$ cat src/rtl/ext_sig_pkg.sv
// Package: shared constants, class codes and static reference syndromes for
// the extended fault signature classifier. Syndromes are written R0 at MSB.
package ext_sig_pkg;

    localparam int NREAD   = 5;                  // reads in the march run
    localparam int IDX_W   = 3;                  // width of the read index
    localparam int FIELD_W = 2;                  // {same I/O, same column}
    localparam int SIG_W   = NREAD + 2*FIELD_W;  // full signature width

    typedef enum logic [2:0] {
        CLS_NONE   = 3'd0,
        CLS_STATIC = 3'd1,
        CLS_WDRV   = 3'd2,
        CLS_PRECH  = 3'd3,
        CLS_EITHER = 3'd4,
        CLS_AMBIG  = 3'd5
    } class_e;

    // Reads whose predecessor in time is the previous address (R0,R1,R4)
    localparam logic [NREAD-1:0] PREV_GROUP = 5'b11001;
    // Reads whose predecessor in time is the next address (R2,R3)
    localparam logic [NREAD-1:0] NEXT_GROUP = 5'b00110;
    // Syndrome shared by a static coupling fault and an un-restored write
    localparam logic [NREAD-1:0] SHARED_SYN = 5'b10000;

    // Relation field values
    localparam logic [FIELD_W-1:0] REL_FAR  = 2'b00;
    localparam logic [FIELD_W-1:0] REL_IO   = 2'b10;
    localparam logic [FIELD_W-1:0] REL_COL  = 2'b11;

    // True when a syndrome is one of the pure stuck-at/transition patterns
    function automatic logic is_static_ref(input logic [NREAD-1:0] s);
        return (s == 5'b01010) || (s == 5'b10101) || (s == 5'b00101);
    endfunction

endpackage

$ cat src/rtl/addr_relate.sv
// addr_relate: derives the 2-bit relation field between the failing cell and
// one neighbouring address. Assumes the column is the low COL_W address bits
// and that each I/O circuit serves the columns sharing the top column bit.
module addr_relate #(
    parameter int ADDR_W = 6,
    parameter int COL_W  = 3
) (
    input  logic [ADDR_W-1:0] cur_addr,
    input  logic [ADDR_W-1:0] nb_addr,
    output logic [1:0]        rel
);
    logic [COL_W-1:0] cur_col;
    logic [COL_W-1:0] nb_col;

    // Purpose: split out column parts and compare them
    always_comb begin
        cur_col = cur_addr[COL_W-1:0];
        nb_col  = nb_addr[COL_W-1:0];
        rel[1]  = (cur_col[COL_W-1] == nb_col[COL_W-1]);
        rel[0]  = (cur_col == nb_col);
    end
endmodule

$ cat src/rtl/sig_accum.sv
// sig_accum: holds the read syndrome and the two relation fields of one
// march run. Syndrome bits are sticky until test_start; relation fields come
// from the first accepted failing read. Exposes next-state values so that a
// failure coincident with the end of the run is still classified.
module sig_accum
    import ext_sig_pkg::*;
(
    input  logic               clk,
    input  logic               rst_n,
    input  logic               start_i,
    input  logic               fail_i,
    input  logic [IDX_W-1:0]   idx_i,
    input  logic [FIELD_W-1:0] prev_rel_i,
    input  logic [FIELD_W-1:0] next_rel_i,
    output logic [NREAD-1:0]   syn_q,
    output logic [FIELD_W-1:0] prev_q,
    output logic [FIELD_W-1:0] next_q,
    output logic [NREAD-1:0]   syn_n,
    output logic [FIELD_W-1:0] prev_n,
    output logic [FIELD_W-1:0] next_n
);
    logic             cap_q;
    logic             cap_n;
    logic             accept;
    logic [NREAD-1:0] hit;

    // Purpose: decode an accepted failing read into one syndrome bit
    always_comb begin
        accept = fail_i && !start_i && (idx_i < IDX_W'(NREAD));
        hit    = '0;
        for (int i = 0; i < NREAD; i++) begin
            if (accept && (idx_i == IDX_W'(i))) hit[NREAD-1-i] = 1'b1;
        end
    end

    // Purpose: compute next syndrome, capture flag and relation fields
    always_comb begin
        if (start_i) begin
            syn_n  = '0;
            cap_n  = 1'b0;
            prev_n = REL_FAR;
            next_n = REL_FAR;
        end else begin
            syn_n  = syn_q | hit;
            cap_n  = cap_q | accept;
            prev_n = (accept && !cap_q) ? prev_rel_i : prev_q;
            next_n = (accept && !cap_q) ? next_rel_i : next_q;
        end
    end

    // Purpose: state registers with synchronous active-low reset
    always_ff @(posedge clk) begin
        if (!rst_n) begin
            syn_q  <= '0;
            cap_q  <= 1'b0;
            prev_q <= REL_FAR;
            next_q <= REL_FAR;
        end else begin
            syn_q  <= syn_n;
            cap_q  <= cap_n;
            prev_q <= prev_n;
            next_q <= next_n;
        end
    end

    // R3: syndrome bits never drop between starts
    assert_sticky_syndrome_R3: assert property (@(posedge clk) disable iff (!rst_n)
        !start_i |=> ((syn_q & $past(syn_q)) == $past(syn_q)));

    // R4: once captured, relation fields hold until the next start
    assert_field_latch_R4: assert property (@(posedge clk) disable iff (!rst_n)
        (cap_q && !start_i) |=> ($stable(prev_q) && $stable(next_q)));

    // R2: a same-column neighbour always shares the I/O circuit
    assert_field_encoding_R2: assert property (@(posedge clk) disable iff (!rst_n)
        cap_q |-> ((prev_q != 2'b01) && (next_q != 2'b01)));

    // R5: start empties the syndrome
    assert_start_clears_R5: assert property (@(posedge clk) disable iff (!rst_n)
        start_i |=> (syn_q == '0));
endmodule

$ cat src/rtl/sig_rule.sv
// sig_rule: combinational rule set mapping an extended signature to a class
// code. Rules are tried in a fixed priority: empty, static reference,
// no sensitizing neighbour, shared coupling syndrome, then the relation-field
// cases. Assumes relation value 01 cannot occur.
module sig_rule
    import ext_sig_pkg::*;
(
    input  logic [NREAD-1:0]   syn,
    input  logic [FIELD_W-1:0] prev_f,
    input  logic [FIELD_W-1:0] next_f,
    output logic [2:0]         code
);
    logic       has_io;
    logic       has_col;
    logic       prech_only;
    class_e     cls;

    // Purpose: summarise which relation kinds are present
    always_comb begin
        has_io  = (prev_f == REL_IO)  || (next_f == REL_IO);
        has_col = (prev_f == REL_COL) || (next_f == REL_COL);
        if (prev_f == REL_COL) prech_only = ((syn & ~PREV_GROUP) == '0);
        else                   prech_only = ((syn & ~NEXT_GROUP) == '0);
    end

    // Purpose: apply the rules in priority order
    always_comb begin
        if (syn == '0)                  cls = CLS_NONE;
        else if (is_static_ref(syn))    cls = CLS_STATIC;
        else if (!has_io && !has_col)   cls = CLS_STATIC;
        else if (syn == SHARED_SYN)     cls = CLS_AMBIG;
        else if (has_io && !has_col)    cls = CLS_WDRV;
        else if (has_col && !has_io)    cls = CLS_EITHER;
        else if (prech_only)            cls = CLS_PRECH;
        else                            cls = CLS_WDRV;
        code = cls;
    end
endmodule

$ cat src/rtl/ext_sig_classifier.sv
// ext_sig_classifier: top level. Derives relation fields for the previous and
// next address, accumulates the extended signature over one march run and
// registers a classification one cycle after test_done. Assumes one failing
// read report per cycle at most and a single-cycle test_done pulse.
module ext_sig_classifier
    import ext_sig_pkg::*;
#(
    parameter int ADDR_W = 6,
    parameter int COL_W  = 3
) (
    input  logic              clk,
    input  logic              rst_n,
    input  logic              test_start,
    input  logic              fail_valid,
    input  logic [2:0]        fail_read_idx,
    input  logic [ADDR_W-1:0] cur_addr,
    input  logic [ADDR_W-1:0] prev_addr,
    input  logic [ADDR_W-1:0] next_addr,
    input  logic              test_done,
    output logic [8:0]        signature,
    output logic [2:0]        class_code,
    output logic              class_valid
);
    localparam int NNB = 2;   // neighbours: 0 = previous, 1 = next

    logic [ADDR_W-1:0]  nb_addr [NNB];
    logic [FIELD_W-1:0] nb_rel  [NNB];
    logic [NREAD-1:0]   syn_q, syn_n;
    logic [FIELD_W-1:0] prev_q, next_q, prev_n, next_n;
    logic [2:0]         rule_code;
    logic [2:0]         code_q;
    logic               valid_q;

    // Purpose: gather neighbour addresses for the relation generators
    always_comb begin
        nb_addr[0] = prev_addr;
        nb_addr[1] = next_addr;
    end

    for (genvar g = 0; g < NNB; g++) begin : g_rel
        addr_relate #(.ADDR_W(ADDR_W), .COL_W(COL_W)) u_rel (
            .cur_addr (cur_addr),
            .nb_addr  (nb_addr[g]),
            .rel      (nb_rel[g])
        );
    end

    sig_accum u_accum (
        .clk        (clk),
        .rst_n      (rst_n),
        .start_i    (test_start),
        .fail_i     (fail_valid),
        .idx_i      (fail_read_idx),
        .prev_rel_i (nb_rel[0]),
        .next_rel_i (nb_rel[1]),
        .syn_q      (syn_q),
        .prev_q     (prev_q),
        .next_q     (next_q),
        .syn_n      (syn_n),
        .prev_n     (prev_n),
        .next_n     (next_n)
    );

    sig_rule u_rule (
        .syn    (syn_n),
        .prev_f (prev_n),
        .next_f (next_n),
        .code   (rule_code)
    );

    // Purpose: register the class and the valid pulse
    always_ff @(posedge clk) begin
        if (!rst_n) begin
            code_q  <= CLS_NONE;
            valid_q <= 1'b0;
        end else begin
            valid_q <= test_done;
            if (test_done) code_q <= rule_code;
        end
    end

    // Purpose: drive outputs
    always_comb begin
        signature   = {syn_q, prev_q, next_q};
        class_code  = code_q;
        class_valid = valid_q;
    end

    // R6: valid follows test_done by exactly one cycle
    assert_valid_follows_done_R6: assert property (@(posedge clk) disable iff (!rst_n)
        test_done |=> class_valid);
    assert_valid_single_R6: assert property (@(posedge clk) disable iff (!rst_n)
        !test_done |=> !class_valid);
    // R6: class code holds between classifications
    assert_class_held_R6: assert property (@(posedge clk) disable iff (!rst_n)
        !test_done |=> $stable(class_code));
    // R7: only defined codes are reported, and none only for an empty syndrome
    assert_code_range_R7: assert property (@(posedge clk) disable iff (!rst_n)
        class_valid |-> (class_code <= 3'd5));
    assert_none_empty_R7: assert property (@(posedge clk) disable iff (!rst_n)
        (class_valid && (class_code == 3'd0)) |-> (signature[8:4] == '0));
endmodule

$ cat config.mk
export PLATFORM = sky130hd
export DESIGN_NAME = ext_sig_classifier
export DESIGN_NICKNAME = d
export VERILOG_FILES = /design/src/rtl/ext_sig_pkg.sv /design/src/rtl/addr_relate.sv /design/src/rtl/sig_accum.sv /design/src/rtl/sig_rule.sv /design/src/rtl/ext_sig_classifier.sv
export SDC_FILE = /design/constraint.sdc
export NUM_CORES = 1
export LEC_CHECK = 0
export BUFFER_PORTS_ARGS = -buffer_cell sky130_fd_sc_hd__buf_2
export CORE_UTILIZATION = 45
export DETAILED_ROUTE_END_ITERATION = 8
export GPL_TIMING_DRIVEN = 0
export PLACE_DENSITY = 0.82
export SLEW_MARGIN = 20
export SYNTH_ARGS = -nofsm -noshare
export SYNTH_HDL_FRONTEND = slang
export SYNTH_SLANG_ARGS = --single-unit
$ cat constraint.sdc
create_clock -name clk -period 2.2 [get_ports clk]
set_input_delay 0.22 -clock clk [delete_from_list [all_inputs] [get_ports clk]]
set_output_delay 0.22 -clock clk [all_outputs]
set_load 0.1 [all_outputs]
==> impl_metrics.sql <==
INSERT INTO impl_metrics (metric_group, metric, value, unit) VALUES
('route', 'route.vias.total', '893', ''),
('pwr', 'total_power', '0.5686', 'mW'),
('final_layout', 'n_antenna_cell', '0', ''),
('synthesis', 'post_synth_main_area_contributors', 'sky130_fd_sc_hd__dfxtp_1 (33%), sky130_fd_sc_hd__nor2_1 (8.7%), sky130_fd_sc_hd__xor2_1 (6.1%), sky130_fd_sc_hd__a21oi_1 (4.7%), sky130_fd_sc_hd__inv_1 (2.6%)', ''),
('synthesis', 'synth_edf_count', '0', ''),
('sta', 'period_utilization', '92.22', '%'),
('sta', 'fin_tns_setup', '0', 'ns'),
('clock_tree', 'cts-root-buf', 'sky130_fd_sc_hd__clkbuf_4', ''),
('sta', 'period_minus_slack', '2.029', 'ns'),
('route', 'route.final.wire_length', '2056', 'um'),
('global_route', 'grt-busiest-layer', 'met2', ''),
('global_route', 'grt_max_degree', '11', ''),
('placement', 'placed_cell_area', '0.001027', 'sq mm'),
('synthesis', 'syn_area_per_cell', '8.033', 'sq um'),
('synthesis', 'gate_count_of_the_mapped_netlist', '107', ''),
('sta', 'max-slew-margin-rel', '53.38', '%'),
('clock_tree', 'clock_sink_count', '14', ''),
('worst_setup_path', 'cp.required', '2.38', 'ns'),
('pwr', 'irDropWorstVdd', '0.3672', 'mV'),
('global_route', 'met2_usage', '37.14', '%'),
('job', 'max-cap-violations', '0', ''),
('final_layout', 'final_net_count', '165', ''),
('route', 'wl_per_cell', '12.61', 'um'),
('sta', 'setup-violations-final', '0', ''),
('synthesis', 'synth_top_area_cell', 'sky130_fd_sc_hd__dfxtp_1', ''),
('worst_setup_path', 'r2r-start', 'u_accum.cap_q', ''),
('sta', 'worst_slew_pin_tran', '0.6816', 'ns'),
('sta', 'final-max-slew-violation-count', '0', ''),
('final_layout', 'finish.cell_count_without_fillers', '163', ''),
('final_layout', 'ff_latch_area', '281.5', 'sq um'),
('sta', 'fin_worst_skew', '0.004770', 'ns'),
('global_route', 'grt_antenna_before_repair', '0', ''),
('synthesis', 'syn_nets', '133', ''),
('outcome', 'status', 'completed', ''),
('worst_hold_path', 'holdPathEnd', 'class_valid', ''),
('pwr', 'leakage_component_of_the_power', '0.4686', 'nW'),
('worst_hold_path', 'hp-class', 'primary input to flip-flop', ''),
('synthesis', 'synthTopCellsByCount', 'sky130_fd_sc_hd__nor2_1 (20), sky130_fd_sc_hd__dfxtp_1 (14), sky130_fd_sc_hd__a21oi_1 (8)', ''),
('worst_hold_path', 'hold_start', 'test_done', ''),
('worst_setup_path', 'cp_data_arrival_time', '2.21', 'ns'),
('route', 'drt-pass1-iter-count', '4', ''),
('placement', 'hpwlAfterDp', '1564', 'um'),
('route', 'route.detailed.drc', '0', ''),
('synthesis', 'portion_of_synthesized_cell_area_occupied_by_the_leading_cell_type', '32.61', '%'),
('route', 'dr.first_iter.drc_count', '34', ''),
('global_route', 'global_route.overflow_total', '0', ''),
('worst_setup_path', 'crit_path_max_fanout', '4', ''),
('die', 'dieWidth', '45.71', 'um'),
('final_layout', 'multiInputGateArea', '538.0', 'sq um'),
('die', 'coreArea', '0.001764', 'sq mm'),
('worst_setup_path', 'setup.worst_path.end_class', 'flip-flop', ''),
('synthesis', 'ys.warnings.count', '0', ''),
('synthesis', 'yosysMostFrequentCell', 'sky130_fd_sc_hd__nor2_1', ''),
('synthesis', 'synth_area', '859.6', 'sq um'),
('clock_tree', 'cts_repair_resize_count', '0', ''),
('final_layout', 'post-route-cell-area', '0.001064', 'sq mm'),
('global_route', 'first_global_vias', '793', ''),
('final_layout', 'fraction_of_final_layout_cells_sized_beyond_drive_strength_1', '29.71', '%'),
('route', 'vias_cell', '5.479', ''),
('die', 'initial_core_util', '48.72', '%'),
('global_route', 'global_route.usage.met3', '3.968', '%'),
('clock_tree', 'cts.path.max_buffers', '2', ''),
('worst_setup_path', 'endpoint_of_the_worst_slack_reg_to_reg_timing_path', 'class_code[2]', ''),
('die', 'std_cell_rows', '15', ''),
('clock_tree', 'clkSlewWorstSetupHoldPaths', '0.09', 'ns'),
('pwr', 'power_per_cell_area', '534.6', 'mW/mm^2'),
('worst_setup_path', 'reg2reg_depth', '6', ''),
('clock_tree', 'tritoncts_clock_tree', 'done', ''),
('sta', 'finalHoldViolations', '0', ''),
('placement', 'port_buffers', '27', ''),
('die', 'die_height', '45.71', 'um');
==> per-layer routing <==
metal  vias to the layer above  part of all wire [%]
li1                        448                     -
met3                         4                   4.3
met1                       406                    44
met4                         0                   1.8
met5                         -                     0
met2                        35                    50
==> layout by cell type (no fill, tap or decap), types with 2 or more instances in the layout <==
cell / count
sky130_fd_sc_hd__nor2_1: 20
sky130_fd_sc_hd__dfxtp_1: 13
sky130_fd_sc_hd__nand3_1: 2
sky130_fd_sc_hd__a21oi_1: 8
sky130_fd_sc_hd__buf_2: 30
sky130_fd_sc_hd__clkbuf_4: 3
sky130_fd_sc_hd__a22oi_1: 2
sky130_fd_sc_hd__o21ai_0: 3
sky130_fd_sc_hd__nand2_1: 6
sky130_fd_sc_hd__a211oi_1: 2
sky130_fd_sc_hd__a32o_1: 2
sky130_fd_sc_hd__nand2b_1: 2
sky130_fd_sc_hd__nor2b_1: 3
sky130_fd_sc_hd__inv_1: 6
sky130_fd_sc_hd__nor3_1: 2
sky130_fd_sc_hd__xor2_1: 6
==> state kept, by name, summed over array words and instances (netlist names) <==
name,count
class_code,3
class_valid,1
u_accum.cap_q,1
u_accum.next_q,2
u_accum.prev_q,2
u_accum.syn_q,5
==> cell families after synthesis <==
family / Yosys count / share of synthesized area [%]
AND/OR/NAND/NOR: 46 / 28.97
AO/OA/AOI/OAI: 29 / 25.04
flip-flops: 14 / 32.61
buffers and inverters: 10 / 4.802
XOR/XNOR: 6 / 6.113
multiplexers: 2 / 2.474
==> power by group <==
| group | total (mW) | switching, mW | internal, mW |
|---|---|---|---|
| sequential | 0.261 | 0.00307 | 0.257 |
| clock | 0.186 | 0.0855 | 0.101 |
| combinational | 0.122 | 0.0811 | 0.0407 |
==> worst max path at each step <==
| stage | start | to | slack (ns) |
|---|---|---|---|
| 2_1_floorplan | u_accum.next_q[1] | class_code[2] | 0.06 |
| 3_3_place_gp | fail_valid | class_code[2] | 0.15 |
| 3_5_place_dp | fail_read_idx[0] | class_code[0] | 0.08 |
| 4_1_cts | u_accum.cap_q | class_code[2] | 0.19 |
| 5_1_grt | u_accum.cap_q | class_code[2] | 0.06 |
| 6_report | u_accum.cap_q | class_code[2] | 0.17 |
==> through the flow <==
step	hold WS, ns	setup slack, ns
after detailed placement	0.4424	0.08327
final	0.1503	0.1712
after CTS	0.1397	0.1860
after global routing	0.1813	0.06191
after floorplan	0.3313	0.05700
after global placement	0.4417	0.1469
==> cell type report <==
class                   count  area share [%]
clock buffers               4           3.412
inverters                   6           2.118
flip-flops and latches     14           26.47
plain buffers               4           1.765
well taps                  25           2.941
repair buffers             27           12.71
multi-input cells          83           50.59
==> worst max-delay path, stage by stage (launching register included) <==
cell,delay (ns)
sky130_fd_sc_hd__dfxtp_1,0.32
sky130_fd_sc_hd__or3b_4,0.42
sky130_fd_sc_hd__nor2_1,0.19
sky130_fd_sc_hd__a221oi_1,0.09
sky130_fd_sc_hd__nor3_1,0.29
sky130_fd_sc_hd__mux2_2,0.38
sky130_fd_sc_hd__a32o_1,0.25
Power figures use the tool's default switching activity.
